### src/rtl/jc_pkg.sv
package jc_pkg;

    localparam int unsigned JC_STAGES    = 4;
    localparam int unsigned JC_PHASES    = 2 * JC_STAGES;
    localparam int unsigned JC_REC_BOUND = 2 * JC_STAGES;
    localparam int unsigned JC_RUN_W     = $clog2(JC_REC_BOUND + 2);

    typedef logic [JC_STAGES-1:0] jc_state_t;
    typedef logic [JC_PHASES-1:0] jc_phase_t;

    typedef struct packed {
        jc_state_t state;
    } jc_regs_t;

    // A legal twisted-ring code has at most one place where neighbouring
    // stages differ.
    function automatic logic jc_is_legal(jc_state_t s);
        int unsigned edges;
        edges = 0;
        for (int j = 0; j < int'(JC_STAGES) - 1; j++) begin
            if (s[j] != s[j+1]) edges++;
        end
        return edges <= 1;
    endfunction

endpackage

### src/rtl/jc_next.sv
module jc_next #(
    parameter int unsigned STAGES = jc_pkg::JC_STAGES
) (
    input  logic [STAGES-1:0] cur_q,
    input  logic              step_en,
    input  logic              load_en,
    input  logic [STAGES-1:0] load_val,
    output logic [STAGES-1:0] state_d
);

    localparam int unsigned FIRST  = STAGES - 1;
    localparam int unsigned SECOND = STAGES - 2;
    localparam int unsigned THIRD  = STAGES - 3;
    localparam int unsigned LAST   = 0;

    logic [STAGES-1:0] stepped;

    // Shift one stage towards the tail, invert on the wrap, and gate the
    // second stage so the parasitic cycle cannot sustain itself.
    always_comb begin
        stepped         = '0;
        stepped[FIRST]  = ~cur_q[LAST];
        stepped[SECOND] = cur_q[FIRST] &
                          (cur_q[SECOND] | cur_q[THIRD] | ~cur_q[LAST]);
        for (int j = 0; j < int'(SECOND); j++) begin
            stepped[j] = cur_q[j+1];
        end
    end

    always_comb begin
        if (load_en) begin
            state_d = load_val;
        end else if (step_en) begin
            state_d = stepped;
        end else begin
            state_d = cur_q;
        end
    end

endmodule

### src/rtl/jc_decode.sv
module jc_decode #(
    parameter int unsigned STAGES = jc_pkg::JC_STAGES,
    localparam int unsigned PHASES = 2 * STAGES
) (
    input  logic [STAGES-1:0] state_q,
    output logic [PHASES-1:0] timing
);

    // Stage j sits at bit STAGES-1-j; each phase needs one two-input AND.
    for (genvar i = 0; i < PHASES; i++) begin : g_phase
        if (i == 0) begin : g_all_zero
            assign timing[i] = ~state_q[STAGES-1] & ~state_q[0];
        end else if (i < STAGES) begin : g_fill
            assign timing[i] = state_q[STAGES-i] & ~state_q[STAGES-1-i];
        end else if (i == STAGES) begin : g_all_one
            assign timing[i] = state_q[STAGES-1] & state_q[0];
        end else begin : g_drain
            assign timing[i] = ~state_q[2*STAGES-i] & state_q[2*STAGES-1-i];
        end
    end

endmodule

### src/rtl/johnson_timer.sv
module johnson_timer (
    input  logic       clk,
    input  logic       rst_n,
    input  logic       cnt_en,
    input  logic       load_en,
    input  logic [3:0] load_val,
    output logic [3:0] state,
    output logic [7:0] timing
);

    import jc_pkg::*;

    jc_regs_t  regs_d;
    jc_regs_t  regs_q;
    jc_state_t state_d;

    jc_next #(.STAGES(JC_STAGES)) u_next (
        .cur_q    (regs_q.state),
        .step_en  (cnt_en),
        .load_en  (load_en),
        .load_val (load_val),
        .state_d  (state_d)
    );

    always_comb begin
        regs_d       = regs_q;
        regs_d.state = state_d;
    end

    always_ff @(posedge clk or negedge rst_n) begin
        if (!rst_n) begin
            regs_q <= '0;
        end else begin
            regs_q <= regs_d;
        end
    end

    jc_decode #(.STAGES(JC_STAGES)) u_dec (
        .state_q (regs_q.state),
        .timing  (timing)
    );

    assign state = regs_q.state;

endmodule

### config.mk
export PLATFORM = sky130hd
export DESIGN_NAME = johnson_timer
export DESIGN_NICKNAME = d
export VERILOG_FILES = /design/src/rtl/jc_pkg.sv /design/src/rtl/jc_next.sv /design/src/rtl/jc_decode.sv /design/src/rtl/johnson_timer.sv
export SDC_FILE = /design/constraint.sdc
export NUM_CORES = 1
export LEC_CHECK = 0
export BUFFER_PORTS_ARGS = -buffer_cell sky130_fd_sc_hd__buf_2
export CAP_MARGIN = 10
export CORE_AREA = 2 2 39 41
export DETAILED_ROUTE_END_ITERATION = 8
export DIE_AREA = 0 0 41 43
export GPL_TIMING_DRIVEN = 1
export SYNTH_ARGS = -nofsm -noshare
export SYNTH_HDL_FRONTEND = slang
export SYNTH_HIERARCHICAL = 1
export SYNTH_SLANG_ARGS = --single-unit
### constraint.sdc
create_clock -name clk -period 1.15 [get_ports clk]
set_clock_uncertainty 0.15 [all_clocks]
set_input_delay 0.1725 -clock clk [delete_from_list [all_inputs] [get_ports clk]]
set_output_delay 0.1725 -clock clk [all_outputs]
set_load 0.01 [all_outputs]
==> flow_metrics.py <==
metrics = {
    "worst_setup_path": {
        "crit_path_max_incr_delay_ns": 0.43,
        "start_kind": "flip-flop",
        "rrSetupSlack_ns": -0.02,
        "critPathRequiredTime_ns": 0.83,
        "cp_max_fo": 6,
        "worstPathArrival_ns": 1.00,
        "reg2reg_from": "state[1]$_DFF_PN0_",
        "crit_start": "state[2]$_DFF_PN0_",
        "rr_worst_depth": 4,
        "crit_chain": "and2b_2 -> buf_6",
        "end_kind": "output pin",
        "critPathSlowestCell": "dfrtp_2",
        "criticalPathCategory": "flip-flop to output pin",
        "rr_endpoint": "state[2]$_DFF_PN0_",
        "crit_end": "timing[2]",
    },
    "power": {
        "swShare_pct": 29.5,
        "p_switching_w": 0.000164,
        "power_density_nw_per_um2": 1150,
        "p_leak_nw": 0.243,
        "ir_worst_vdd_mv": 0.473,
        "combPwrFrac_pct": 35.7,
        "seq_power_share_pct": 32.7,
        "pwr-share-clk_pct": 31.6,
        "p_total_w": 0.000555,
        "p_int_w": 0.000391,
    },
    "place": {
        "port_buffers": 19,
        "placed_cell_area_um2": 360,
        "dpl.hpwl_um": 508,
        "dp_slack_ns": 0.0414,
        "gp_congestion": 0.650,
    },
    "global_route": {
        "grt_pass1_wl_mm": 1.08,
        "grt_max_degree": 9,
        "antenna_found_initial": 0,
        "grt_pass1_vias": 273,
        "grt-ovfl-total": 0,
        "track_usage_pct": 10.1,
    },
    "sta": {
        "fin_crit_sh_pct": 115,
        "fmax_mhz": 757,
        "finalHoldViolations": 0,
        "relSlewSlack_pct": 89.1,
        "fin_crit_ns": 1.32,
        "worstMarginPinSlew_ns": 0.159,
        "setup_violations": 9,
        "grt_setup_unrepaired": "true",
        "hold_slack_ns": 0.00865,
        "layout_setup_ws_ns": -0.171,
        "drv_slew": 0,
    },
    "route": {
        "finalWirelength_um": 739,
        "dr.pass1.iters": 4,
        "postRouteAntennaNets": 0,
        "drcViolationCount": 0,
        "vias": 296,
        "drt_iter0_markers": 3,
        "via_per_inst": 4.11,
        "wl_per_cell_um": 10.3,
    },
    "logic_synthesis": {
        "ys_warn_count": 6,
        "syn_nets": 35,
        "synth_edf_count": 0,
        "ys_dominant_reg_cell": "dfrtp_1",
        "synth_cells": 27,
        "synthMuxAreaShare_pct": 8.16,
        "synth_fa_ha_area_share_pct": 0,
        "synthTopCellsByCount": "5 x nand2_1, 5 x nor2b_1, 4 x dfrtp_1",
        "ys_types": 12,
        "synth-compound-area-share_pct": 16.8,
        "synth.avg_cell_area_um2": 9.08,
        "ys_seq_area_share_pct": 40.8,
        "ys_ff_latch": 4,
        "synthSimpleGateAreaFrac_pct": 34.2,
        "synth_area_leader_cell": "dfrtp_1",
        "synth_top_family_by_area": "simple AND/OR/NAND/NOR gates",
        "ys_async_sr_fraction_pct": 100,
        "yosys-top-cells-area": "dfrtp_1 41%, nor2b_1 13%, mux2i_1 8.2%, nand2_1 7.7%, and2b_2 7.1%",
        "synth-xor-area-share_pct": 0,
        "netlist_area_um2": 245,
        "synth_top_cell_area_share_pct": 40.8,
    },
    "min_path": {
        "worstHoldPathType": "input port to flip-flop",
    },
    "finish": {
        "antenna_cells": 0,
        "largest_reg_flops": 4,
        "drive_gt1_share_pct": 58.9,
        "finalNetCount": 66,
        "design_area_um2": 483,
        "area_growth_syn_to_layout_pct": 96.9,
    },
    "clock_network": {
        "cts-root-buf": "clkbuf_4",
        "cts_buffer_depth": 2,
        "cts.sinks": 4,
        "insertion_delay_ns": 0.24,
        "cts_buffers": 3,
        "clk_pin_slew_ns": 0.04,
        "tritoncts": "done",
        "ctsHtreeMaxLevel": 1,
    },
    "die": {
        "core_um2": 1380,
        "start_util_pct": 17.7,
        "die_w_um": 41,
        "fp.dieArea_um2": 1760,
        "io_pins": 20,
        "die_y_um": 43,
        "num_rows": 14,
    },
    "flow_run": {
        "maxCapViolations": 0,
    },
    "outcome": {
        "status": "finished with violations",
        "violations": "setup timing",
    },
}
[per-stage QoR]
| stage | TNS, ns | utilization, % | std cells |
|---|---|---|---|
| after floorplan | 0 | - | 27 |
| after global placement | 0 | 26.0 | 62 |
| after detailed placement | 0 | 26.0 | 62 |
| after CTS | -0.977 | 33.3 | 72 |
| after global routing | -1.54 | 34.9 | 72 |
| final | -0.940 | 34.9 | 72 |
[layout make-up]
type,instances,area [µm²]
Fill cell,149,901
Timing Repair Buffer,26,189
Multi-Input combinational cell,23,148
Sequential cell,4,104
Clock buffer,3,22.5
Tap cell,16,20.0
[worst max-delay path, delay by kind of cell (launching register included)]
| family | cells | cell delay [ns] |
|---|---|---|
| flip-flops | 1 | 0.43 |
| buffers and inverters | 1 | 0.12 |
| AND/OR/NAND/NOR | 1 | 0.21 |
[metal layers]
metal | share of wire (%) | up-vias | track usage (%)
li1 | - | 149 | -
met3 | 7.7 | 0 | 6.28
met2 | 53 | 19 | 14.7
met5 | 0 | - | 0
met4 | 0 | 0 | 8.00
met1 | 39 | 128 | 9.45
[layout by cell type (no fill, tap or decap)]
| master | n |
|---|---|
| buf_2 | 14 |
| nand2b_1 | 1 |
| dfrtp_2 | 3 |
| a21oi_2 | 1 |
| buf_4 | 3 |
| and2_4 | 1 |
| dfrtp_1 | 1 |
| mux2i_1 | 2 |
| nor2b_1 | 5 |
| nor2_1 | 1 |
| and2b_2 | 2 |
| dlygate4sd3_1 | 4 |
| o21ai_0 | 2 |
| nand2_1 | 5 |
| clkbuf_4 | 3 |
| o21ai_1 | 2 |
| o31ai_2 | 1 |
| buf_6 | 5 |
[power groups by stage]
stage,logic (W),registers (W),clock network [W]
2_1_floorplan,0.0000680,0.000186,0
3_3_place_gp,0.000141,0.000182,0
3_5_place_dp,0.000142,0.000184,0
4_1_cts,0.000184,0.000178,0.000183
5_1_grt,0.000223,0.000185,0.000198
6_report,0.000198,0.000182,0.000175
[how the worst min path moves through the flow]
stage | from | endpoint | slack (ns) | depth (start not counted)
floorplan | rst_n | state[0]$_DFF_PN0_ | -0.27 | 0
global placement | rst_n | state[3]$_DFF_PN0_ | -0.17 | 1
detailed placement | rst_n | state[3]$_DFF_PN0_ | -0.16 | 1
CTS | load_val[2] | state[2]$_DFF_PN0_ | 0.01 | 3
global route | load_val[2] | state[2]$_DFF_PN0_ | 0.01 | 3
finish | load_val[2] | state[2]$_DFF_PN0_ | 0.009 | 3
[timing repair]
action | 4_1_cts | 5_1_grt
hold endpoints to repair | 7 | 0
endpoints found under the setup margin | 12 | 13
hold buffers | 4 | 0
cloned | 0 | 0
buffers inserted | 3 | 0
pin swaps | 2 | 1
resized for setup | 4 | 5
[cells by family after synthesis]
logic type / Yosys count
AND/OR/NAND/NOR: 15
AO/OA/AOI/OAI: 6
flip-flops: 4
multiplexers: 2
Note: power is estimated with default switching activity, not from simulation.
